[config.mk]
export PLATFORM = sky130hd
export DESIGN_NAME = pwmTimer
export DESIGN_NICKNAME = d
export VERILOG_FILES = /design/src/rtl/pwmTimerPkg.sv /design/src/rtl/pwmTimerCtrl.sv /design/src/rtl/pwmTimerDatapath.sv /design/src/rtl/pwmTimer.sv
export SDC_FILE = /design/constraint.sdc
export NUM_CORES = 1
export LEC_CHECK = 0
export BUFFER_PORTS_ARGS = -buffer_cell sky130_fd_sc_hd__buf_4
export CAP_MARGIN = 30
export CORE_MARGIN = 1.5
export CORE_UTILIZATION = 45
export CTS_CLUSTER_SIZE = 28
export DETAILED_ROUTE_END_ITERATION = 8
export MAX_ROUTING_LAYER = met4
export PLACE_DENSITY_LB_ADDON = 0.15
export SYNTH_ARGS = -nofsm -noshare
export SYNTH_HDL_FRONTEND = slang
export SYNTH_SLANG_ARGS = --single-unit
[constraint.sdc]
create_clock -name clk -period 3 [get_ports clk]
set_input_delay 0.3 -clock clk [delete_from_list [all_inputs] [get_ports clk]]
set_output_delay 0.3 -clock clk [all_outputs]
set_load 0.05 [all_outputs]
[src/rtl/pwmTimerPkg.sv]
package pwmTimerPkg;

  typedef enum logic [1:0] {
    ST_IDLE = 2'd0,
    ST_WAIT = 2'd1,
    ST_RUN  = 2'd2
  } runState_t;

  // strobes from control to datapath
  typedef struct packed {
    logic run;    // counters may advance this cycle
    logic clear;  // force counters and output to the idle state
  } ctlStrobes_t;

  localparam logic [1:0] TRIG_SOFT = 2'b00;
  localparam logic [1:0] TRIG_PIN  = 2'b01;
  localparam logic [1:0] TRIG_REF  = 2'b10;
  localparam logic [1:0] TRIG_ADJ  = 2'b11;

endpackage

[src/rtl/pwmTimerCtrl.sv]
module pwmTimerCtrl
  import pwmTimerPkg::*;
#(
  parameter int SYNC_STAGES = 2
) (
  input  logic        clk,
  input  logic        rstN,
  input  logic        startBit,
  input  logic [1:0]  trigSel,
  input  logic        extPin,
  input  logic        tmrB2Strobe,
  input  logic        nbrLoStrobe,
  input  logic        nbrHiStrobe,
  output ctlStrobes_t ctl
);

  localparam int SH_W = SYNC_STAGES + 1;

  logic [SH_W-1:0] pinShift;
  logic            pinEdge;
  logic            trigHit;
  runState_t       state, stateNext;

  // synchronizer plus one extra stage for edge detection
  always_ff @(posedge clk or negedge rstN) begin
    if (!rstN) pinShift <= '0;
    else       pinShift <= {pinShift[SH_W-2:0], extPin};
  end

  assign pinEdge = pinShift[SH_W-2] & ~pinShift[SH_W-1];

  always_comb begin
    unique case (trigSel)
      TRIG_PIN: trigHit = pinEdge;
      TRIG_REF: trigHit = tmrB2Strobe;
      TRIG_ADJ: trigHit = nbrLoStrobe | nbrHiStrobe;
      default:  trigHit = 1'b0;
    endcase
  end

  always_comb begin
    stateNext = state;
    if (!startBit) begin
      stateNext = ST_IDLE;
    end else begin
      unique case (state)
        ST_IDLE: begin
          if (trigSel == TRIG_SOFT || trigHit) stateNext = ST_RUN;
          else                                 stateNext = ST_WAIT;
        end
        ST_WAIT: if (trigHit) stateNext = ST_RUN;
        default: stateNext = ST_RUN;  // running: triggers ignored
      endcase
    end
  end

  always_ff @(posedge clk or negedge rstN) begin
    if (!rstN) state <= ST_IDLE;
    else       state <= stateNext;
  end

  assign ctl.run   = (state == ST_RUN) && startBit;
  assign ctl.clear = !ctl.run;

endmodule

[src/rtl/pwmTimerDatapath.sv]
module pwmTimerDatapath
  import pwmTimerPkg::*;
#(
  parameter int CNT_W  = 16,
  parameter int HALF_W = 8
) (
  input  logic              clk,
  input  logic              rstN,
  input  ctlStrobes_t       ctl,
  input  logic              cntEn,
  input  logic              mode16,
  input  logic              invertOut,
  input  logic              wrEn,
  input  logic [CNT_W-1:0]  wrData,
  output logic              pwmOut,
  output logic              irq
);

  localparam logic [CNT_W-1:0]  FRAME_WIDE  = {CNT_W{1'b1}};
  localparam logic [CNT_W-1:0]  FRAME_SPLIT = {{(CNT_W-HALF_W){1'b0}}, {HALF_W{1'b1}}};
  localparam logic [CNT_W-1:0]  CNT_ONE     = {{(CNT_W-1){1'b0}}, 1'b1};
  localparam logic [HALF_W-1:0] PRE_ONE     = {{(HALF_W-1){1'b0}}, 1'b1};

  logic [CNT_W-1:0]  reloadReg;
  logic [CNT_W-1:0]  widthCnt;
  logic [CNT_W-1:0]  frameCnt;
  logic [HALF_W-1:0] preCnt;
  logic [HALF_W-1:0] preHold;

  logic [CNT_W-1:0]  widthLoad;
  logic [CNT_W-1:0]  frameLoad;
  logic [HALF_W-1:0] preLoad;
  logic              unitTick;
  logic              frameStart;

  // writes always go to the reload register; counters take it at frame start
  always_ff @(posedge clk or negedge rstN) begin
    if (!rstN)     reloadReg <= '0;
    else if (wrEn) reloadReg <= wrData;
  end

  assign widthLoad  = mode16 ? reloadReg
                             : {{(CNT_W-HALF_W){1'b0}}, reloadReg[CNT_W-1 -: HALF_W]};
  assign frameLoad  = (mode16 ? FRAME_WIDE : FRAME_SPLIT) - CNT_ONE;
  assign preLoad    = mode16 ? '0 : reloadReg[HALF_W-1:0];
  assign unitTick   = cntEn && (mode16 || preCnt == '0);
  assign frameStart = ctl.run && unitTick && (frameCnt == '0);

  always_ff @(posedge clk or negedge rstN) begin
    if (!rstN) begin
      widthCnt <= '0;
      frameCnt <= '0;
      preCnt   <= '0;
      preHold  <= '0;
      irq      <= 1'b0;
    end else if (ctl.clear) begin
      widthCnt <= '0;
      frameCnt <= '0;
      preCnt   <= '0;
      irq      <= 1'b0;
    end else begin
      irq <= 1'b0;
      if (frameStart) begin
        widthCnt <= widthLoad;
        frameCnt <= frameLoad;
        preCnt   <= preLoad;
        preHold  <= preLoad;
      end else begin
        if (cntEn && !mode16)
          preCnt <= (preCnt == '0) ? preHold : preCnt - PRE_ONE;
        if (unitTick) begin
          frameCnt <= frameCnt - CNT_ONE;
          if (widthCnt != '0) begin
            widthCnt <= widthCnt - CNT_ONE;
            if (widthCnt == CNT_ONE) irq <= 1'b1;
          end
        end
      end
    end
  end

  assign pwmOut = invertOut ^ (widthCnt != '0);

endmodule

[src/rtl/pwmTimer.sv]
module pwmTimer
  import pwmTimerPkg::*;
#(
  parameter int CNT_W       = 16,
  parameter int HALF_W      = 8,
  parameter int SYNC_STAGES = 2
) (
  input  logic              clk,
  input  logic              rstN,
  input  logic              wrEn,
  input  logic [CNT_W-1:0]  wrData,
  output logic [CNT_W-1:0]  rdData,
  input  logic              startBit,
  input  logic [1:0]        trigSel,
  input  logic              extPin,
  input  logic              tmrB2Strobe,
  input  logic              nbrLoStrobe,
  input  logic              nbrHiStrobe,
  input  logic              mode16,
  input  logic              invertOut,
  input  logic              cntEn,
  output logic              pwmOut,
  output logic              irq
);

  ctlStrobes_t ctl;

  pwmTimerCtrl #(.SYNC_STAGES(SYNC_STAGES)) uCtrl (
    .clk         (clk),
    .rstN        (rstN),
    .startBit    (startBit),
    .trigSel     (trigSel),
    .extPin      (extPin),
    .tmrB2Strobe (tmrB2Strobe),
    .nbrLoStrobe (nbrLoStrobe),
    .nbrHiStrobe (nbrHiStrobe),
    .ctl         (ctl)
  );

  pwmTimerDatapath #(.CNT_W(CNT_W), .HALF_W(HALF_W)) uData (
    .clk       (clk),
    .rstN      (rstN),
    .ctl       (ctl),
    .cntEn     (cntEn),
    .mode16    (mode16),
    .invertOut (invertOut),
    .wrEn      (wrEn),
    .wrData    (wrData),
    .pwmOut    (pwmOut),
    .irq       (irq)
  );

  assign rdData = '0;

endmodule

* Yosys cells after proc, flatten, opt, wreduce, memory -nomap -nowiden
Index checks and enable logic that the tools add are counted.
** Storage, ports and cells
- Bits in registers :: 70
- Input port bits :: 29
** Cells by class
- Add/sub/neg operators :: 4
- Equal/unequal tests :: 10
- Mux-type cells :: 24
- Bitwise logic cells :: 4
- Reductions and logical operators :: 15
** Operators by type and width (number)
- $mux 16 :: 9
- $sub 16x1->16 const B :: 3
- $mux 8 :: 5
- $eq 16x1->1 const B :: 1
- $logic_not 16->1 :: 1
- $reduce_bool 16->1 :: 1
- $ne 3x3->1 const B :: 3
- $logic_not 8->1 :: 1
- $sub 8x1->8 const B :: 1
- $eq 2x2->1 const B :: 3
- $mux 2 :: 3
- $logic_and 1x1->1 :: 5
- $mux 1 :: 5
- $eq 2x1->1 const B :: 2
- $logic_not 2->1 :: 2
- $pmux 2 s2 :: 1
- $reduce_and 2->1 :: 2
- $ne 3x2->1 const B :: 1
- $pmux 1 s3 :: 1
- $logic_or 1x1->1 :: 2
- $and 1x1->1 :: 1
- $logic_not 1->1 :: 1
- $not 1->1 :: 1
- $or 1x1->1 :: 1
- $xor 1x1->1 :: 1

* Logic depth before layout (Yosys ltp)
Gate-level depths: netlist of the first run.
- Depth after elaboration :: 7
- Mapped depth :: 14
- Gate-level depth less buffers :: 12

* Hierarchy
From an unflattened synthesis of the first run, not the netlist that was laid out.
** Second synthesis, totals
- Cells, all modules :: 440
- Area, all modules :: 4016.4 µm²
** By module, submodules not included
- pwmTimerDatapath :: instances 1, cells each 408, area each 3701.0 µm², seq. area each 1626.6 µm²
- pwmTimerCtrl :: instances 1, cells each 15, area each 191.4 µm², seq. area each 125.1 µm²
- pwmTimer :: instances 1, cells each 17, area each 123.9 µm², seq. area each 0.0 µm²

* Least setup slack after synthesis of the first run
No wires, ideal clock.
- Path kind :: flip-flop to flip-flop
- Start :: register uData.preCnt[0]
- End :: register uData.frameCnt[10]
- Data arrival time :: 2.879 ns
- Path slack :: 0.000 ns
- Cell stages (with the launch flop) :: 14
- Buffers on the path :: 2
- Clock period less this slack :: 3.000 ns
- Path through :: dfrtp_1 > inv_1 > ha_1 > nor4b_2 > a21boi_1 > nor4_2 > buf_2 > buf_4 > nor2_1 > ha_1 > or3b_2 > nor3_1 > nand3_1 > a32o_1
** On the way
- Word-level cells in the longest chain between the ends :: 7
** RTL lines
- start: declaration :: RTL line pwmTimerDatapath.sv:27 : logic [HALF_W-1:0] preCnt;
- start signal: assignment :: RTL line pwmTimerDatapath.sv:66 : preCnt <= preLoad;
- start signal: assignment :: RTL line pwmTimerDatapath.sv:70 : preCnt <= (preCnt == '0) ? preHold : preCnt - PRE_ONE;
- $logic_not 8->1 * :: RTL line pwmTimerDatapath.sv:46 : assign unitTick = cntEn && (mode16 || preCnt == '0);
- $logic_or 1x1->1 * :: RTL line pwmTimerDatapath.sv:46
- $logic_and 1x1->1 * :: RTL line pwmTimerDatapath.sv:46
- $logic_and 1x1->1 (2 in series) :: RTL line pwmTimerDatapath.sv:47 : assign frameStart = ctl.run && unitTick && (frameCnt == '0);
- $mux 16 :: RTL line pwmTimerDatapath.sv:63 : if (frameStart) begin
- $mux 16 :: RTL line pwmTimerDatapath.sv:56 : end else if (ctl.clear) begin
- end signal: assignment :: RTL line pwmTimerDatapath.sv:65 : frameCnt <= frameLoad;
- end signal: assignment :: RTL line pwmTimerDatapath.sv:72 : frameCnt <= frameCnt - CNT_ONE;
- end: declaration :: RTL line pwmTimerDatapath.sv:26 : logic [CNT_W-1:0] frameCnt;
Mark *: on every way between the ends. The rest lies on a longest branch, timed or not.
A chain may end at the register's enable or synchronous reset.

* Final worst setup path of the first run
- Start :: register uData.widthCnt[0]
- End :: output pwmOut
** On the way
- Word-level cells in the longest chain between the ends :: 2
** RTL lines
- start: declaration :: RTL line pwmTimerDatapath.sv:25 : logic [CNT_W-1:0] widthCnt;
- start signal: assignment :: RTL line pwmTimerDatapath.sv:64 : widthCnt <= widthLoad;
- start signal: assignment :: RTL line pwmTimerDatapath.sv:74 : widthCnt <= widthCnt - CNT_ONE;
- $reduce_bool 16->1 :: RTL line pwmTimerDatapath.sv:82 : assign pwmOut = invertOut ^ (widthCnt != '0);
- $xor 1x1->1 :: RTL line pwmTimerDatapath.sv:82
- end: declaration :: RTL line pwmTimer.sv:22 : output logic pwmOut,
Every way passes these cells.

==> impl_metrics.env, run 1 <==
export IMPL_grt_pass1_wl_um=18020
export IMPL_setup_viol=0
export IMPL_postCtsSetupRepairBufs=0
export IMPL_register_area_um2=1752
export IMPL_netlist_area_um2=4190
export IMPL_max_freq_ghz=0.3563
export IMPL_pwr_share_comb=0.412
export IMPL_row_count=35
export IMPL_synth_xor_area_frac=0.01254
export IMPL_arrival_ps=2510
export IMPL_p_leak_nw=2.037
export IMPL_critPathKind="reg -> out"
export IMPL_yosys_area_share_adder=0.01194
export IMPL_min_period_ps=2807
export IMPL_antenna_found_initial=0
export IMPL_worst_pin_slew_ps=882.2
export IMPL_drtIter0Drc=247
export IMPL_synthMuxAreaShare=0.07495
export IMPL_floorplan_initialDensity=0.4578
export IMPL_fp_dieH_um=99.50
export IMPL_synth_edf_count=0
export IMPL_root_buffer="clkbuf_8"
export IMPL_outcome="complete, no violations"
export IMPL_synth_top_cell_by_area="dfrtp_1"
export IMPL_synth_top_area_share=0.4180
export IMPL_ys_ff_latch=70
export IMPL_gr_usage_all_layers=0.2408
export IMPL_cts_resized=0
export IMPL_vias_per_cell=6.072
export IMPL_r2r_slack_ps=230
export IMPL_cts_hold_buf=0
export IMPL_max_vdd_ir_drop_uv=345.5
export IMPL_dieArea_um2=9899
export IMPL_endpoint_kind="output port"
export IMPL_yosysUniqueCellTypes=73
export IMPL_switchingPower_mw=1.343
export IMPL_synth_top_family_by_area="compound AO/OA/AOI/OAI gates"
export IMPL_vias=3558
export IMPL_cts_buffers=9
export IMPL_cts_buffer_depth=2
export IMPL_port_buffers=30
export IMPL_clk_pin_slew_ps=80
export IMPL_rsz0062_at_grt="no"
export IMPL_min_path_type="in -> async"
export IMPL_wl_per_cell_um=18.59
export IMPL_gp_congestion=0.8977
export IMPL_drc=0
export IMPL_reg2reg_to="uData.frameCnt[10]"
export IMPL_pin_count=47
export IMPL_multi_input_area_um2=2231
export IMPL_grt_overflow=0
export IMPL_finalSetupTns_ps=0
export IMPL_crit_start="uData.widthCnt[0]"
export IMPL_synthTopCellsByArea="dfrtp_1, mux2_2, a21oi_1"
export IMPL_cp_required_ps=2700
export IMPL_synthArstFlopShare=1.000
export IMPL_firstDrtPassIters=5
export IMPL_final_antenna_net_count=0
export IMPL_p_sw_frac=0.4008
export IMPL_fin_nets=503
export IMPL_n_fill_cell=862
export IMPL_fin_worst_skew_ps=11.19
export IMPL_yosysWarnings=0
export IMPL_period_share=0.9356
export IMPL_wirelength_um=10900
export IMPL_synth_compound_area_frac=0.2156
export IMPL_pwr_share_seq=0.356
export IMPL_antenna_cells=0
export IMPL_grt_max_degree=71
export IMPL_worst_path_max_fanout=7
export IMPL_worst_setup_path_start_kind="register"
export IMPL_slew_headroom=0.4119
export IMPL_worstSetupEndpoint="pwmOut"
export IMPL_ys_seq_area_frac=0.4180
export IMPL_clock_latency_ps=350
export IMPL_area_growth_pct=12.48
export IMPL_layout_drive_gt1_share=0.2147
export IMPL_h_tree_depth=3
export IMPL_die_w_um=99.50
export IMPL_reg2reg_depth=11
export IMPL_grt_pass1_vias=3457
export IMPL_cts_tree="built"
export IMPL_syn_instance_count=438
export IMPL_dp_hpwl_um=7680
export IMPL_pwr_share_clk=0.232
export IMPL_synth_main_ff_cell="dfrtp_1"
export IMPL_cell_internal_pwr_mw=2.008
export IMPL_synth_simple_area_share=0.2021
export IMPL_power_mw=3.351
export IMPL_slew_violations=0
export IMPL_design_core_area_um2=9153
export IMPL_yosysMostFrequentCell="dfrtp_1"
export IMPL_postSynthAreaPerCell_um2=9.567
export IMPL_drv_cap=0
export IMPL_synth_common_cells="dfrtp_1, nand2_1, nor2_1"
export IMPL_finalHoldViolCount=0
export IMPL_p_per_area_nw_per_um2=710.9
export IMPL_numClockSinks=70
export IMPL_worstReg2RegStart="uData.preCnt[0]"
## power by group through the flow
| stage | sequential, mW | combinational [mW] | clock, mW |
|---|---|---|---|
| 3_5_place_dp | 1.21 | 1.36 | 0 |
| 3_3_place_gp | 1.21 | 1.35 | 0 |
| 2_1_floorplan | 1.16 | 1.06 | 0 |
| 5_1_grt | 1.21 | 1.51 | 0.839 |
| 6_report | 1.19 | 1.38 | 0.777 |
| 4_1_cts | 1.19 | 1.37 | 0.795 |
## cells by family (layout without fill, tap and decap cells)
group | after synthesis | after routing
simple gates | 151 | 151
compound gates | 125 | 125
flops | 70 | 70
buf+inv | 52 | 74
mux | 29 | 29
xor+xnor | 6 | 6
fa+ha+maj | 4 | 4
other cells | 1 | 16
## worst max-delay path, cell delays in order, from the launching register on
cell and delay (ps):
dfrtp_1 450, inv_1 90, ha_1 280, nor4b_1 500, and2_1 350, nand2_1 130
xor2_1 150, buf_4 210
## area by class of cell
type | instances | area share
sequential | 70 | 0.3716
clock buffer | 10 | 0.02708
multi-input combinational | 331 | 0.4733
timing repair buffer | 47 | 0.07486
inverter | 11 | 0.008760
tap | 111 | 0.02947
clock inverter | 6 | 0.01487
## per-layer routing
layer | vias to the layer above | track usage | share of wire
met2 | 101 | 0.3804 | 0.48
met4 | 0 | 0.08559 | 0.015
li1 | 1698 | - | -
met3 | 15 | 0.02811 | 0.038
met5 | - | - | 0
met1 | 1744 | 0.3226 | 0.46
## how the worst min path moves through the flow
stage | from | endpoint | slack (ps)
6_report | rstN | uData.preHold[1] | 60
5_1_grt | extPin | uCtrl.pinShift[0] | 50
4_1_cts | extPin | uCtrl.pinShift[0] | 50
3_5_place_dp | uCtrl.pinShift[0] | uCtrl.pinShift[1] | 340
3_3_place_gp | uCtrl.pinShift[0] | uCtrl.pinShift[1] | 340
2_1_floorplan | rstN | uCtrl.pinShift[0] | 4
## state kept, by name, summed over array words and instances, names as in the netlist
signal           cells
uData.frameCnt      16
uData.reloadReg     16
uData.widthCnt      16
uData.preCnt         8
uData.preHold        8
uCtrl.pinShift       3
uCtrl.state          2
uData.irq            1
## placed cells by master, fill, tap and decap left out, types with 11 or more instances in the layout
master / synthesis / final
nand3_1: 16 / 16
nand2_1: 37 / 37
inv_1: 11 / 11
a211oi_1: 11 / 11
nor2_1: 29 / 29
a21oi_1: 28 / 28
mux2_2: 19 / 19
conb_1: 1 / 16
o21ai_0: 15 / 15
dfrtp_1: 70 / 70
buf_4: 17 / 47
nor3_1: 11 / 11
## per-stage QoR
stage	cells	hold WS (ps)	util	cell area, µm²	setup WS, ps
2_1_floorplan	453	4.409	-	4250	84.37
3_3_place_gp	570	335.2	0.4934	4516	333.3
3_5_place_dp	570	335.5	0.4934	4516	251.3
4_1_cts	586	46.58	0.5150	4713	186.9
5_1_grt	586	51.06	0.5150	4713	11.00
6_report	586	59.82	0.5150	4713	193.2
Power figures use the tool's default switching activity.
==> run 2: changes to the inputs <==
--- a/config.mk
+++ b/config.mk
@@ -7,6 +7,7 @@
 export LEC_CHECK = 0
 export BUFFER_PORTS_ARGS = -buffer_cell sky130_fd_sc_hd__buf_4
 export CAP_MARGIN = 30
+export CORE_ASPECT_RATIO = 1.25
 export CORE_MARGIN = 1.5
 export CORE_UTILIZATION = 45
 export CTS_CLUSTER_SIZE = 28
==> impl_metrics.env, run 2 (synthesis results as in run 1) <==
export IMPL_p_per_area_nw_per_um2=784.7
export IMPL_place_area_um2=4516
export IMPL_wirelength_um=11220
export IMPL_hold_end="uCtrl.pinShift[0]"
export IMPL_reg2reg_to="uData.frameCnt[10]"
export IMPL_fin_area_um2=4865
export IMPL_fp_dieH_um=110.9
export IMPL_grt_overflow=0
export IMPL_root_buffer="clkbuf_16"
export IMPL_vias=3606
export IMPL_dpl_cell_count=580
export IMPL_port_buffers=30
export IMPL_fin_nets=501
export IMPL_wl_per_cell_um=18.83
export IMPL_busiest_layer="met2"
export IMPL_cts_resized=0
export IMPL_numClockSinks=70
export IMPL_worst_pin_slew_ps=917.1
export IMPL_power_mw=3.817
export IMPL_reg2reg_depth=11
export IMPL_vias_per_cell=6.050
export IMPL_firstDrtPassIters=5
export IMPL_die_w_um=89.31
export IMPL_final_cell_mix="dfrtp_1, buf_4, nand2_1, nor2_1, a21oi_1"
export IMPL_clk_pin_slew_ps=60
export IMPL_outcome="complete, no violations"
export IMPL_area_growth_pct=16.09
export IMPL_postCtsSetupRepairBufs=0
export IMPL_floorplan_initialDensity=0.4617
export IMPL_clock_latency_ps=340
export IMPL_final_antenna_net_count=0
export IMPL_gr_usage_all_layers=0.2516
export IMPL_met1_usage=0.3353
export IMPL_final_util=0.5360
export IMPL_worst_setup_path_start_kind="register"
export IMPL_slew_violations=0
export IMPL_arrival_ps=3070
export IMPL_cts_buffers=9
export IMPL_design_core_area_um2=9076
export IMPL_top_regs="uData.frameCnt (16), uData.reloadReg (16), uData.widthCnt (16)"
export IMPL_use_met3=0.04542
export IMPL_dp_hpwl_um=7746
export IMPL_grt_pass1_vias=3519
export IMPL_worstReg2RegStart="uData.preCnt[0]"
export IMPL_slew_headroom=0.3886
export IMPL_gp_congestion=0.9165
export IMPL_setup_viol=0
export IMPL_layout_drive_gt1_share=0.2114
export IMPL_endpoint_kind="register"
export IMPL_min_delay_start="extPin"
export IMPL_worst_path_max_fanout=5
export IMPL_cts_hold_buf=0
export IMPL_post_place_ws_ps=213.9
export IMPL_max_vdd_ir_drop_uv=380.1
export IMPL_period_share=0.9479
export IMPL_drv_cap=0
export IMPL_cts_buffer_depth=2
export IMPL_n_fill_cell=861
export IMPL_finalSetupTns_ps=0
export IMPL_final_cells=596
export IMPL_r2r_slack_ps=160
export IMPL_p_leak_nw=2.103
export IMPL_antenna_found_initial=0
export IMPL_grt_use_met2=0.3744
export IMPL_fin_worst_skew_ps=3.852
export IMPL_layout_setup_ws_ps=156.2
export IMPL_critPathKind="reg -> reg"
export IMPL_final_common_cell="dfrtp_1"
export IMPL_antenna_cells=0
export IMPL_finalHoldViolCount=0
export IMPL_grt_max_degree=71
export IMPL_drtIter0Drc=369
export IMPL_rsz0062_at_grt="no"
export IMPL_cp_required_ps=3220
export IMPL_holdWs_ps=67.77
export IMPL_cts_tree="built"
export IMPL_pin_count=47
export IMPL_min_period_ps=2844
export IMPL_drc=0
export IMPL_whs_path_depth=1
export IMPL_min_path_type="in -> reg"
export IMPL_dieArea_um2=9903
export IMPL_max_freq_ghz=0.3516
export IMPL_row_count=39
export IMPL_h_tree_depth=3
export IMPL_grt_pass1_wl_um=18490
[run 2: worst max-delay path: stages, from the launching register on]
cell and delay (ps):
dfrtp_1 370, inv_1 90, ha_1 240, nor4b_2 200, a21boi_2 170, nor4_2 70, nor2_1 100, ha_1 210
or3b_2 510, nor3_1 380, nand3_1 130, a32o_1 270
[run 2: cell type report]
type | instances | area [µm²] | area share
Clock buffer | 11 | 242.7 | 0.04990
Timing Repair Buffer | 45 | 337.8 | 0.06944
Inverter | 11 | 41.29 | 0.008488
Multi-Input combinational cell | 331 | 2231 | 0.4586
Tap cell | 123 | 153.9 | 0.03164
Sequential cell | 70 | 1752 | 0.3601
Clock inverter | 5 | 106.4 | 0.02186
[run 2: where the power goes]
group	internal [mW]	switching, mW
Clock	0.836	0.412
Sequential	1.07	0.131
Combinational	0.539	0.829
Total	2.45	1.37
[run 2: routing by layer]
layer	share of wire	routed length, µm	vias to the layer above
met2	0.48	5417	102
li1	-	-	1687
met4	0.034	380	0
met5	0	0	-
met1	0.44	4976	1786
met3	0.040	448	31
[run 2: how the worst max path moves through the flow]
stage	startpoint	to	slack [ps]
3_5_place_dp	uData.preCnt[0]	uData.frameCnt[10]	210
4_1_cts	uData.preCnt[0]	uData.frameCnt[10]	200
3_3_place_gp	uData.preCnt[0]	uData.frameCnt[10]	290
2_1_floorplan	uData.preCnt[0]	uData.frameCnt[10]	80
6_report	uData.preCnt[0]	uData.frameCnt[10]	160
5_1_grt	uData.preCnt[0]	uData.frameCnt[10]	20
==> run 3: changes to the inputs <==
--- a/config.mk
+++ b/config.mk
@@ -7,9 +7,11 @@
 export LEC_CHECK = 0
 export BUFFER_PORTS_ARGS = -buffer_cell sky130_fd_sc_hd__buf_4
 export CAP_MARGIN = 30
+export CELL_PAD_IN_SITES_DETAIL_PLACEMENT = 1
+export CELL_PAD_IN_SITES_GLOBAL_PLACEMENT = 1
 export CORE_ASPECT_RATIO = 1.25
 export CORE_MARGIN = 1.5
-export CORE_UTILIZATION = 45
+export CORE_UTILIZATION = 41
 export CTS_CLUSTER_SIZE = 28
 export DETAILED_ROUTE_END_ITERATION = 8
 export MAX_ROUTING_LAYER = met4
==> impl_metrics.env, run 3 (synthesis results as in run 1) <==
export IMPL_outcome="complete, no violations"
export IMPL_crit_chain="inv_1 -> ha_1 -> nor4b_2 -> a21boi_2 -> nor4_4 -> nor2_1 -> ha_1 -> nor4b_1 -> nand3_1 -> a2111oi_1 -> mux2i_1 -> nand2_1"
export IMPL_floorplan_initialDensity=0.4189
export IMPL_met1_usage=0.3065
export IMPL_cts_buffers=9
export IMPL_pin_count=47
export IMPL_antenna_found_initial=0
export IMPL_cp_common_cell="ha_1"
export IMPL_final_common_cell="dfrtp_1"
export IMPL_postCtsSetupRepairBufs=0
export IMPL_numClockSinks=70
export IMPL_vias_per_cell=6.063
export IMPL_fin_nets=505
export IMPL_fin_worst_skew_ps=7.925
export IMPL_final_cell_mix="dfrtp_1, buf_4, nand2_1, nor2_1, a21oi_1"
export IMPL_slew_headroom=0.3888
export IMPL_drc=0
export IMPL_cts_tree="built"
export IMPL_cts_resized=0
export IMPL_grt_overflow=0
export IMPL_grt_max_degree=71
export IMPL_wirelength_um=12550
export IMPL_gr_usage_all_layers=0.2528
export IMPL_die_w_um=93.42
export IMPL_clock_latency_ps=330
export IMPL_area_growth_pct=17.32
export IMPL_critPathKind="reg -> reg"
export IMPL_finalHoldViolCount=0
export IMPL_port_buffers=30
export IMPL_drtIter0Drc=176
export IMPL_dp_hpwl_um=8876
export IMPL_use_met3=0.04331
export IMPL_layout_drive_gt1_share=0.2222
export IMPL_cts_hold_buf=0
export IMPL_max_vdd_ir_drop_uv=277.0
export IMPL_h_tree_depth=3
export IMPL_slew_violations=0
export IMPL_cp_top_family="simple AND/OR/NAND/NOR gates"
export IMPL_cts_buffer_depth=2
export IMPL_power_mw=3.877
export IMPL_endpoint_kind="register"
export IMPL_p_per_area_nw_per_um2=788.7
export IMPL_finalSetupTns_ps=0
export IMPL_rsz0062_at_grt="no"
export IMPL_firstDrtPassIters=4
export IMPL_worst_path_max_fanout=4
export IMPL_grt_pass1_vias=3812
export IMPL_top_regs="uData.frameCnt (16), uData.reloadReg (16), uData.widthCnt (16)"
export IMPL_cp_required_ps=3220
export IMPL_min_period_ps=2758
export IMPL_vias=3674
export IMPL_design_core_area_um2=10000
export IMPL_min_path_type="in -> reg"
export IMPL_fp_dieH_um=116.0
export IMPL_drv_cap=0
export IMPL_clk_pin_slew_ps=60
export IMPL_r2r_slack_ps=240
export IMPL_setup_viol=0
export IMPL_row_count=41
export IMPL_path_buf_inv=1
export IMPL_busiest_layer="met2"
export IMPL_gp_congestion=0.8692
export IMPL_p_leak_nw=2.132
export IMPL_max_freq_ghz=0.3625
export IMPL_cp_slowest_stage_delay_ps=410
export IMPL_n_fill_cell=1140
export IMPL_antenna_cells=0
export IMPL_final_antenna_net_count=0
export IMPL_grt_use_met2=0.4150
export IMPL_cpMaxStageDelayCell="a2111oi_1"
export IMPL_period_share=0.9195
export IMPL_worst_setup_path_start_kind="register"
export IMPL_wl_per_cell_um=20.71
export IMPL_dieArea_um2=10840
export IMPL_arrival_ps=2970
export IMPL_worst_pin_slew_ps=916.8
export IMPL_grt_pass1_wl_um=20240
export IMPL_root_buffer="clkbuf_16"
[run 3: worst reg2reg max path: cells and delay by family (launching register included)]
family | cells | cell delay, ps
fa+ha+maj | 2 | 470
mux | 1 | 240
flops | 1 | 360
buf+inv | 1 | 80
compound gates | 2 | 610
simple gates | 6 | 890
[run 3: where the power goes]
group          internal, mW  switching (mW)  total, mW  leakage [nW]
Combinational         0.556           0.879       1.44          1.04
Clock                 0.833           0.407       1.24         0.172
Sequential             1.07           0.131       1.20         0.918
Total                  2.46            1.42       3.88          2.13
[run 3: worst paths after layout]
| kind | cells after the start | startpoint | to |
|---|---|---|---|
| min | 1 | extPin | uCtrl.pinShift[0] |
| max | 12 | uData.preCnt[0] | uData.frameCnt[14] |
| max in group asynchronous | 1 | rstN | uData.widthCnt[10] |
| min reg2reg | 0 | uCtrl.pinShift[0] | uCtrl.pinShift[1] |
| min in group asynchronous | 1 | rstN | uData.preHold[0] |
| max reg2reg | 12 | uData.preCnt[0] | uData.frameCnt[14] |
[run 3: per-layer routing]
layer / vias to the layer above / part of all wire
met5: - / 0
met4: 0 / 0.035
met3: 30 / 0.045
met2: 104 / 0.50
met1: 1845 / 0.42
li1: 1695 / -
[run 3: area by class of cell]
type / instances / area (µm²) / share of cell area
clock buffer: 10 / 239.0 / 0.04861
sequential: 70 / 1752 / 0.3563
timing repair buffer: 49 / 367.9 / 0.07483
inverter: 11 / 41.29 / 0.008399
clock inverter: 6 / 108.9 / 0.02214
multi-input combinational: 331 / 2246 / 0.4569
tap: 129 / 161.4 / 0.03283
[run 3: through the flow]
stage | utilization | hold slack (ps) | cells | setup slack (ps) | instance area, µm²
4_1_cts | 0.4908 | 65.15 | 606 | 134.9 | 4910
3_3_place_gp | 0.4560 | 334.9 | 590 | 265.9 | 4562
5_1_grt | 0.4914 | 63.43 | 606 | 7.124 | 4916
2_1_floorplan | - | 4.409 | 453 | 84.37 | 4250
3_5_place_dp | 0.4560 | 342.6 | 590 | 139.0 | 4562
6_report | 0.4914 | 76.22 | 606 | 241.6 | 4916
